$ cat config.mk
export PLATFORM = sky130hd
export DESIGN_NAME = csDigitSerializer
export DESIGN_NICKNAME = d
export VERILOG_FILES = /design/src/rtl/csDigitPkg.sv /design/src/rtl/csFullAdder.sv /design/src/rtl/csDigitCtrl.sv /design/src/rtl/csDigitDatapath.sv /design/src/rtl/csDigitSerializer.sv
export SDC_FILE = /design/constraint.sdc
export NUM_CORES = 1
export LEC_CHECK = 0
export ABC_AREA = 1
export BUFFER_PORTS_ARGS = -buffer_cell sky130_fd_sc_hd__clkbuf_2
export CELL_PAD_IN_SITES_DETAIL_PLACEMENT = 0
export CELL_PAD_IN_SITES_GLOBAL_PLACEMENT = 1
export CORE_MARGIN = 2
export CORE_UTILIZATION = 41
export DETAILED_ROUTE_END_ITERATION = 8
export GPL_TIMING_DRIVEN = 0
export PLACE_DENSITY_LB_ADDON = 0.1
export SYNTH_ARGS = -nofsm -noshare
export SYNTH_HDL_FRONTEND = slang
export SYNTH_SLANG_ARGS = --single-unit
$ cat constraint.sdc
create_clock -name clk -period 2.4 [get_ports clk]
set_input_delay 0.12 -clock clk [delete_from_list [all_inputs] [get_ports clk]]
set_output_delay 0.12 -clock clk [all_outputs]
set_load 0.05 [all_outputs]
$ cat src/rtl/csDigitPkg.sv
package csDigitPkg;
  typedef struct packed {
    logic load;
    logic stepOne;
    logic stepTwo;
  } stepCtrlT;
endpackage

$ cat src/rtl/csFullAdder.sv
module csFullAdder (
  input  logic a,
  input  logic b,
  input  logic cin,
  output logic sum,
  output logic cout
);
  always_comb begin
    sum  = a ^ b ^ cin;
    cout = (a & b) | (a & cin) | (b & cin);
  end
endmodule

$ cat src/rtl/csDigitCtrl.sv
module csDigitCtrl
  import csDigitPkg::*;
(
  input  logic     clk,
  input  logic     rstN,
  input  logic     loadEn,
  input  logic     advance,
  input  logic     bypass,
  output stepCtrlT strobes
);
  // Load wins over a step issued in the same cycle.
  always_comb begin
    strobes.load    = loadEn;
    strobes.stepOne = !loadEn && advance && !bypass;
    strobes.stepTwo = !loadEn && advance && bypass;
  end

  p_strobe_excl_r7: assert property (@(posedge clk) disable iff (!rstN)
    $onehot0({strobes.load, strobes.stepOne, strobes.stepTwo}))
    else $error("strobes not exclusive");

  p_load_prio_r7: assert property (@(posedge clk) disable iff (!rstN)
    loadEn |-> (!strobes.stepOne && !strobes.stepTwo))
    else $error("step issued during load");
endmodule

$ cat src/rtl/csDigitDatapath.sv
module csDigitDatapath
  import csDigitPkg::*;
#(
  parameter int OPW = 16
) (
  input  logic           clk,
  input  logic           rstN,
  input  stepCtrlT       strobes,
  input  logic [OPW-1:0] inA1,
  input  logic [OPW-1:0] inA2,
  output logic           digitLo,
  output logic           digitHi
);
  localparam int EXT    = 2;
  localparam int W      = OPW + EXT;
  localparam int DIGITS = 2;

  logic [W-1:0] regA1, regA2;
  logic         carryQ;
  logic [DIGITS:0]   carryChain;
  logic [DIGITS-1:0] sumBits;

  assign carryChain[0] = carryQ;

  for (genvar d = 0; d < DIGITS; d++) begin : g_adder
    csFullAdder u_fa (
      .a   (regA1[d]),
      .b   (regA2[d]),
      .cin (carryChain[d]),
      .sum (sumBits[d]),
      .cout(carryChain[d+1])
    );
  end

  assign digitLo = sumBits[0];
  assign digitHi = sumBits[1];

  always_ff @(posedge clk or negedge rstN) begin
    if (!rstN) begin
      regA1  <= '0;
      regA2  <= '0;
      carryQ <= 1'b0;
    end else if (strobes.load) begin
      regA1  <= {{EXT{1'b0}}, inA1};
      regA2  <= {{EXT{1'b0}}, inA2};
      carryQ <= 1'b0;
    end else if (strobes.stepTwo) begin
      regA1  <= regA1 >> 2;
      regA2  <= regA2 >> 2;
      carryQ <= carryChain[2];
    end else if (strobes.stepOne) begin
      regA1  <= regA1 >> 1;
      regA2  <= regA2 >> 1;
      carryQ <= carryChain[1];
    end
  end

  p_load_clear_r1: assert property (@(posedge clk) disable iff (!rstN)
    strobes.load |=> (carryQ == 1'b0))
    else $error("carry not cleared by load");

  p_two_step_r3: assert property (@(posedge clk) disable iff (!rstN)
    strobes.stepTwo |=> (regA1 == ($past(regA1) >> 2)) && (regA2 == ($past(regA2) >> 2))
                        && (carryQ == $past(carryChain[2])))
    else $error("double step wrong");

  p_one_step_r4: assert property (@(posedge clk) disable iff (!rstN)
    strobes.stepOne |=> (regA1 == ($past(regA1) >> 1)) && (regA2 == ($past(regA2) >> 1))
                        && (carryQ == $past(carryChain[1])))
    else $error("single step wrong");

  p_top_zero_r5: assert property (@(posedge clk) disable iff (!rstN)
    (regA1[W-1 -: EXT] == '0) && (regA2[W-1 -: EXT] == '0))
    else $error("top guard bits not zero");

  p_hold_r6: assert property (@(posedge clk) disable iff (!rstN)
    !(strobes.load || strobes.stepOne || strobes.stepTwo)
      |=> $stable(regA1) && $stable(regA2) && $stable(carryQ))
    else $error("state moved without strobe");
endmodule

$ cat src/rtl/csDigitSerializer.sv
module csDigitSerializer
  import csDigitPkg::*;
#(
  parameter int OPW = 16
) (
  input  logic           clk,
  input  logic           rstN,
  input  logic           loadEn,
  input  logic [OPW-1:0] opA1,
  input  logic [OPW-1:0] opA2,
  input  logic           advance,
  input  logic           bypass,
  output logic           digitLo,
  output logic           digitHi
);
  stepCtrlT strobes;

  csDigitCtrl u_ctrl (
    .clk    (clk),
    .rstN   (rstN),
    .loadEn (loadEn),
    .advance(advance),
    .bypass (bypass),
    .strobes(strobes)
  );

  csDigitDatapath #(.OPW(OPW)) u_dp (
    .clk    (clk),
    .rstN   (rstN),
    .strobes(strobes),
    .inA1   (opA1),
    .inA2   (opA2),
    .digitLo(digitLo),
    .digitHi(digitHi)
  );
endmodule

==> results.yml, run 1 <==
status:
  status: "finished clean"
synthesis:
  synth_warnings: 0
  synth_seq_cells: 33
  syn_avg_cell_area_um2: 7.196
  synth.distinct_cells: 19
  syn-instance-count: 261
  netlist_area_mm2: 0.001878
  synth_nets: 300
  synth-seq-area-share: 0.4397
worst_hold_path:
  holdPathEnd: "u_dp.regA2[9]"
  hold_depth: 3
  min-delay-path-class: "in2reg"
  hp-start: "opA2[9]"
detailed_routing:
  num_vias: 1757
  wl_per_cell_um: 12.53
  ant_nets: 0
  vias_per_cell: 4.908
  drt-initial-drc-count: 84
  routed_wl_mm: 4.487
  drc: 0
  firstDrtPassIters: 4
grt:
  grt_use_met3: 0.05063
  grt_pass1_vias: 1669
  antenna_found_initial: 0
  grt.overflow.total: 0
  use_met2: 0.3261
  grt_pass1_wl_mm: 7.866
  grt_use_met1: 0.2608
  grt_max_degree: 34
  grt_busiest_layer: "met2"
  track_usage: 0.2005
critical_path:
  crit-reg2reg-launch: "u_dp.regA1[0]"
  path_max_fanout: 2
  regToRegSetupSlack_ns: 0.93
  crit_path_start_kind: "flip-flop"
  critical_path_arrival_ns: 1.86
  r2r_end: "u_dp.carryQ"
  reg2reg_depth: 8
  crit_cells: 5
  crit_family: "adder cells"
  max_stage_delay_ns: 0.44
  criticalPathCategory: "reg2out"
  slowest_stage: "fa_1"
  crit_buf_inv: 3
  endpoint_kind: "output port"
  required_ns: 2.28
  crit_chain: "inv_1 > fa_1 > inv_1 > fa_1 > clkbuf_2"
floorplan:
  num_rows: 24
  dieWidth_um: 71.68
  ios: 39
  design.core.area_mm2: 0.004384
  die-area_mm2: 0.005138
  die-height_um: 71.68
  initial_utilization: 0.4284
finish:
  fin_nets: 344
  num_antenna_cells: 0
  drive_above_1_share: 0.2026
  areaGrowthSynthToFinish_pct: 19.79
  utilization: 0.5131
cts:
  cts_tree: "built"
  cts_root_buffer: "clkbuf_8"
  ctsHtreeMaxLevel: 2
  clockBufferDepth: 2
  clk_pin_slew_ns: 0.07
  insertion_delay_ns: 0.29
  cts_buffers: 5
  cts_sinks: 33
  post_cts_buffers: 0
place:
  place.gp.congestion: 0.7922
  hpwlAfterDp_mm: 3.158
  port_buffers: 36
timing:
  slew_viol_final: 0
  rsz0062_at_grt: "no"
  tightest_slew_ns: 0.8403
  setup_viol: 0
  max_slew_margin: 0.4398
  fin_crit_ns: 1.982
  post-route-period-util: 0.8257
  finalClockSkew_ns: 0.009381
  final.setup.tns_ns: 0
  final-hold-violation-count: 0
  max_freq_mhz: 504.7
power_and_ir_drop:
  p_leak_nw: 1.244
  peakVddDrop_mv: 0.5349
  total_power_mw: 1.479
  p_per_area_mw_per_mm2: 657.6
run:
  timing.max_cap.violations: 0
[cell families (layout without fill, tap and decap cells)]
group | Yosys count | in the layout | share of synthesized area
adder cells (fa/ha/maj) | 2 | 2 | 0.02132
AND/OR/NAND/NOR | 168 | 168 | 0.3558
buffers and inverters | 33 | 78 | 0.08794
AO/OA/AOI/OAI | 25 | 25 | 0.09526
flip-flops | 33 | 33 | 0.4397
[power by group]
part / internal, mW / leakage (nW) / switching [mW]
sequential: 0.612 / 0.406 / 0.0437
clock: 0.339 / 0.0585 / 0.206
combinational: 0.105 / 0.779 / 0.174
total: 1.06 / 1.24 / 0.423
[how the worst max path moves through the flow]
stage | start | to | slack (ns)
global placement | u_dp.regA1[0] | digitHi | 0.73
CTS | u_dp.regA1[0] | digitHi | 0.40
detailed placement | u_dp.regA1[0] | digitHi | 0.72
global route | u_dp.regA1[0] | digitHi | 0.31
finish | u_dp.regA1[0] | digitHi | 0.42
floorplan | u_dp.regA1[0] | digitHi | 0.78
[layout make-up]
cell class | count | area (um2)
Fill cell | 461 | 2135
Multi-Input combinational cell | 195 | 887.1
Sequential cell | 33 | 825.8
Timing Repair Buffer | 37 | 190.2
Buffer | 16 | 101.3
Clock buffer | 7 | 86.33
Tap cell | 52 | 65.06
Inverter | 17 | 63.81
Clock inverter | 1 | 30.03
[state kept, by name (all words and copies together) (netlist names)]
| name | count |
|---|---|
| u_dp.carryQ | 1 |
| u_dp.regA2 | 16 |
| u_dp.regA1 | 16 |
[through the flow]
stage	std cells	area (um2)	hold slack, ns	setup WS, ns
2_1_floorplan	261	1878	-0.1756	0.7802
3_5_place_dp	349	2123	0.2816	0.7241
5_1_grt	358	2250	0.05467	0.3107
4_1_cts	358	2250	0.03836	0.4008
3_3_place_gp	349	2123	0.2825	0.7292
6_report	358	2250	0.04209	0.4184
[cells in the final DEF (no fill, tap or decap), drive strengths merged, types with 2 or more instances in the layout]
cell	count
nand2	143
clkbuf	44
dfrtp	33
nand3	22
inv	17
buf	15
o211ai	10
a21boi	10
o21ai	3
nor2	3
fa	2
[cells in the mapped netlist]
cell type,number,share of area
nand3_1,22,0.059
inv_2,2,0.0040
o211ai_1,10,0.040
fa_1,2,0.021
a21oi_1,1,0.0027
dfrtp_1,33,0.44
o21ai_0,1,0.0027
buf_2,6,0.016
o21ai_1,2,0.0053
inv_1,15,0.030
nor2_4,1,0.0060
clkbuf_1,1,0.0020
nand2_1,143,0.29
a22o_1,1,0.0047
buf_4,9,0.036
nor2_2,1,0.0033
a21boi_1,9,0.036
a21boi_0,1,0.0040
nor2_1,1,0.0020
[timing repair]
item                       CTS  global route
hold endpoints to repair    33             0
setup endpoints to repair    0             0
resized for setup            0             0
hold buffers                 1             0
[routing by layer]
layer  part of all wire  vias to the layer above
li1                   -                      909
met1               0.47                      799
met2               0.46                       45
met3              0.052                        4
met4              0.016                        0
met5                  0                        -
[worst reg2reg max path, cell delays in order (launching register included)]
cell	delay, ns
dfrtp_1	0.38
inv_1	0.08
fa_1	0.19
inv_1	0.06
fa_1	0.40
nand2_1	0.06
o21ai_0	0.07
nand2_1	0.06
o21ai_1	0.05
No activity file was read; power rests on OpenSTA's default activity.
==> inputs of run 2 (changes only) <==
- CORE_UTILIZATION: 41 -> 35
- clock period: 2.4 -> 1.8 ns (I/O delays scaled with it)
==> run 2 against run 1 <==
The flow now finishes with violations (negative setup slack); die area up 16%; clock power up 4.4%; final cell count grew 4.7%; combinational power rose by 44%; clock skew shrank 0.0010 ns; via count is 1.5% lower; register-to-register slack got worse by 0.60 ns; core utilization is 7.4 points lower; hold slack worse by 0.018 ns; non-clock buffer count is the same; sequential power grew 33%; critical path type unchanged; largest cell class unchanged.
==> results.yml, run 2 (synthesized netlist as in run 1, its figures left out) <==
detailed_routing:
  routed_wl_mm: 4.782
  wl_per_cell_um: 12.75
  dr_wl_met2_mm: 2.250
  firstDrtPassIters: 4
  dr.max_layer_used: "met4"
  ant_nets: 0
  vias_per_cell: 4.616
  m1WireLength_mm: 2.291
  num_vias: 1731
  drc: 0
  route.met3.wl_um: 215
  drt-initial-drc-count: 105
finish:
  final_cell_mix: "nand2_1 (143), clkbuf_2 (35), dfrtp_1 (33)"
  num_antenna_cells: 0
  fin_nets: 344
  areaGrowthSynthToFinish_pct: 20.05
  drive_above_1_share: 0.2131
  final_common_cell: "nand2_1"
  fin_cells: 375
  fillers: 589
  reg_top3: "u_dp.regA1 (16), u_dp.regA2 (16), u_dp.carryQ (1)"
power_and_ir_drop:
  power_frac_seq: 0.475
  pwr-share-comb: 0.217
  p_switching_mw: 0.5649
  clkPwrFrac: 0.308
  p_int_mw: 1.279
  p_per_area_mw_per_mm2: 818.0
  p_leak_nw: 1.229
  peakVddDrop_mv: 0.3098
  switching_share: 0.3063
critical_path:
  critPathLaunch: "u_dp.regA2[0]"
  slowest_stage: "fa_1"
  required_ns: 1.71
  endpoint_kind: "output port"
  path_max_fanout: 2
  r2r_end: "u_dp.carryQ"
  crit_top_cell: "inv_2"
  crit_path_start_kind: "flip-flop"
  criticalPathCategory: "reg2out"
  crit_path_end: "digitHi"
  critical_path_arrival_ns: 1.76
  regToRegSetupSlack_ns: 0.33
  crit-reg2reg-launch: "u_dp.carryQ"
  crit_chain: "inv_2 > fa_2 > inv_2 > fa_1 > buf_8"
  reg2reg_depth: 8
  max_stage_delay_ns: 0.43
floorplan:
  design.core.area_mm2: 0.005140
  num_rows: 26
  die-area_mm2: 0.005968
  dieWidth_um: 77.25
  initial_utilization: 0.3654
  die-height_um: 77.25
  ios: 39
cts:
  cts_root_buffer: "clkbuf_8"
  cts_tree: "built"
  ctsHtreeMaxLevel: 2
  insertion_delay_ns: 0.28
  clk_pin_slew_ns: 0.07
  cts_buffers: 5
  post_cts_buffers: 0
  cts_sinks: 33
  clockBufferDepth: 2
status:
  status: "complete, but fails checks"
  violations: "negative setup slack"
timing:
  setup_viol: 1
  max_freq_mhz: 540.7
  final-hold-violation-count: 0
  tightest_slew_ns: 0.8988
  rsz0062_at_grt: "yes"
  final.setup.tns_ns: -0.04948
  slew_viol_final: 0
  post-route-period-util: 1.027
  fin_crit_ns: 1.849
  max_slew_margin: 0.4008
  finalClockSkew_ns: 0.008378
  setup_ws_ns: -0.04948
grt:
  antenna_found_initial: 0
  track_usage: 0.1707
  grt_max_degree: 34
  grt.overflow.total: 0
  grt_pass1_vias: 1583
  grt_pass1_wl_mm: 7.872
worst_hold_path:
  min-delay-path-class: "in2reg"
place:
  place_inst: 367
  place.gp.congestion: 0.7607
  hpwlAfterDp_mm: 3.332
  port_buffers: 36
run:
  timing.max_cap.violations: 0
==> run 2: cell count changes in the layout (fill, tap and decap cells not counted), sizes merged <==
cell	before	now
buf	15	16
bufinv	1	0
clkbuf	44	43
==> run 2: power groups by stage <==
| stage | logic, mW | registers [mW] | clock network, mW |
|---|---|---|---|
| finish | 0.401 | 0.875 | 0.568 |
| global route | 0.453 | 0.886 | 0.629 |
| CTS | 0.400 | 0.875 | 0.588 |
| detailed placement | 0.382 | 0.888 | 0 |
| global placement | 0.379 | 0.888 | 0 |
| floorplan | 0.269 | 0.871 | 0 |
==> run 2: what timing repair did <==
| action | 4_1_cts | 5_1_grt |
|---|---|---|
| endpoints found under the setup margin | 1 | 1 |
| resized for setup | 5 | 2 |
| hold buffers | 1 | 0 |
| hold endpoints to repair | 33 | 0 |
| pin swaps | 1 | 2 |
==> run 2: final cells by class <==
cell class	count	area, um2	share of cell area
buffer	16	101.3	0.04495
multi-input combinational	195	889.6	0.3946
timing repair buffer	37	200.2	0.08879
inverter	17	63.81	0.02830
tap	70	87.58	0.03885
clock buffer	7	86.33	0.03829
sequential	33	825.8	0.3663
==> run 2: how the worst min path moves through the flow <==
stage	startpoint	to	slack, ns	depth (start not counted)
final	opA1[0]	u_dp.regA1[0]	0.02	3
after global routing	opA1[0]	u_dp.regA1[0]	0.02	3
after CTS	opA2[5]	u_dp.regA2[5]	0.02	3
after detailed placement	rstN	u_dp.regA1[10]	0.27	1
after global placement	rstN	u_dp.regA1[10]	0.27	1
after floorplan	rstN	u_dp.carryQ	-0.21	0
==> run 2: metal layers <==
metal,global-route usage,up-vias
li1,-,901
met1,0.2455,782
met4,0.04821,0
met3,0.02941,2
met5,0,-
met2,0.2635,46
==> run 2: per-stage QoR <==
step                      total power [mW]  hold slack [ns]  instance area [um2]    util  setup slack (ns)
after detailed placement             1.270           0.2679                 2146  0.4175            0.1460
after global placement               1.267           0.2671                 2146  0.4175            0.1454
after CTS                            1.862          0.02058                 2253  0.4384          -0.07560
after floorplan                      1.140          -0.2056                 1878       -            0.2102
final                                1.844          0.02427                 2255  0.4387          -0.04948
after global routing                 1.968          0.02321                 2255  0.4387          -0.09740
==> run 2: worst max-delay path, delay by kind of cell (launching register included) <==
kind                     cells  cell delay (ns)
buffers and inverters        3             0.30
flip-flops                   1             0.37
adder cells (fa/ha/maj)      2             0.82
==> inputs of run 3 (changes only) <==
- GPL_TIMING_DRIVEN: 0 -> not set
==> run 3 against run 2 <==
The run still ends with negative setup slack left; hold slack worse by 0.0038 ns; clock power rose by 10%; register-to-register slack is essentially flat; setup slack better by 0.037 ns; power grew 2.1%; largest power group unchanged.
==> results.yml, run 3 (synthesized netlist as in run 1, its figures left out) <==
finish:
  drive_above_1_share: 0.2040
  fin_nets: 337
  num_antenna_cells: 0
  final_common_cell: "nand2_1"
  reg_top3: "u_dp.regA1 (16), u_dp.regA2 (16), u_dp.carryQ (1)"
  areaGrowthSynthToFinish_pct: 18.79
  final_cell_mix: "nand2_1 (143), clkbuf_2 (37), dfrtp_1 (33)"
  utilization: 0.4340
  stdcell_area_mm2: 0.002231
floorplan:
  initial_utilization: 0.3654
  dieWidth_um: 77.25
  num_rows: 26
  design.core.area_mm2: 0.005140
  die-height_um: 77.25
  die-area_mm2: 0.005968
  ios: 39
critical_path:
  critPathLaunch: "u_dp.regA2[0]"
  critical_path_arrival_ns: 1.72
  crit_cells: 5
  crit_family: "adder cells"
  path_max_fanout: 2
  criticalPathCategory: "reg2out"
  slowest_stage: "fa_1"
  crit_chain: "inv_2 > fa_2 > inv_2 > fa_1 > buf_8"
  reg2reg_depth: 8
  crit_buf_inv: 3
  required_ns: 1.71
  max_stage_delay_ns: 0.41
  endpoint_kind: "output port"
  crit_top_cell: "inv_2"
  crit_path_start_kind: "flip-flop"
  crit-reg2reg-launch: "u_dp.carryQ"
cts:
  cts_buffers: 5
  cts_tree: "built"
  clk_pin_slew_ns: 0.07
  ctsHtreeMaxLevel: 2
  cts_sinks: 33
  clockBufferDepth: 2
  insertion_delay_ns: 0.28
  cts_root_buffer: "clkbuf_8"
detailed_routing:
  num_vias: 1672
  ant_nets: 0
  routed_wl_mm: 4.389
  wl_per_cell_um: 11.89
  firstDrtPassIters: 4
  drc: 0
  drt-initial-drc-count: 109
  vias_per_cell: 4.531
grt:
  grt_max_degree: 35
  grt_pass1_wl_mm: 7.693
  grt.overflow.total: 0
  track_usage: 0.1638
  antenna_found_initial: 0
  grt_pass1_vias: 1648
timing:
  slew_viol_final: 0
  final.setup.tns_ns: -0.01259
  max_slew_margin: 0.6965
  max_freq_mhz: 551.7
  fin_crit_ns: 1.813
  setup_ws_ns: -0.01259
  setup_viol: 1
  finalClockSkew_ns: 0.003438
  tightest_slew_ns: 0.4541
  final-hold-violation-count: 0
  rsz0062_at_grt: "yes"
  post-route-period-util: 1.007
run:
  timing.max_cap.violations: 0
power_and_ir_drop:
  p_per_area_mw_per_mm2: 843.8
  total_power_mw: 1.882
  peakVddDrop_mv: 0.4007
  p_leak_nw: 1.212
worst_hold_path:
  hold_depth: 3
  min-delay-path-class: "in2reg"
  hp-start: "opA2[4]"
status:
  status: "complete, but fails checks"
  violations: "negative setup slack"
place:
  place.gp.congestion: 0.7573
  post_dp_cell_area_mm2: 0.002107
  hpwlAfterDp_mm: 2.986
  port_buffers: 38
## run 3: repair_timing
action	in CTS	in global routing
endpoints found under the setup margin	1	1
pin swaps	1	0
buffers inserted	0	0
hold buffers	1	0
endpoints found under the hold margin	33	0
cloned	0	0
resized for setup	6	1
## run 3: layout make-up
cell class,instances,area [um2]
Clock buffer,7,96.34
Clock inverter,1,5.005
Fill cell,589,2909
Inverter,17,63.81
Multi-Input combinational cell,195,889.6
Sequential cell,33,825.8
Tap cell,70,87.58
Timing Repair Buffer,46,262.8
## run 3: final timing paths
path                             endpoint  slack (ns)
max                               digitHi       -0.01
min                         u_dp.regA2[4]        0.02
max reg2reg                   u_dp.carryQ        0.33
min reg2reg                u_dp.regA1[12]        0.49
max in group asynchronous  u_dp.regA1[15]        1.11
min in group asynchronous   u_dp.regA1[9]        0.37
## run 3: through the flow
stage               cells  setup slack, ns  hold WS, ns
finish                369         -0.01259      0.02049
global route          369         -0.08587      0.02736
CTS                   369         -0.03056      0.01304
detailed placement    360           0.1451       0.1500
global placement      360           0.1904       0.1600
floorplan             261           0.2102      -0.2056
## run 3: power breakdown
part / internal (mW) / total (mW) / switching [mW]
clock network: 0.346 / 0.625 / 0.279
logic: 0.152 / 0.385 / 0.233
registers: 0.816 / 0.873 / 0.0566
## run 3: worst register-to-register path: cells and delay by family, from the launching register on
family / cells / cell delay (ns)
and+or+nand+nor: 2 / 0.12
DFF: 1 / 0.36
adders and majority gates: 2 / 0.62
buffers and inverters: 2 / 0.13
AOI/OAI and AO/OA: 2 / 0.14
## run 3: routing by layer
layer  part of all wire  wire length (um)  GRT usage
met5                  0                 0          0
met3              0.034               150    0.02941
met4              0.017                76    0.06429
met1               0.49              2169     0.2192
met2               0.45              1992     0.2626
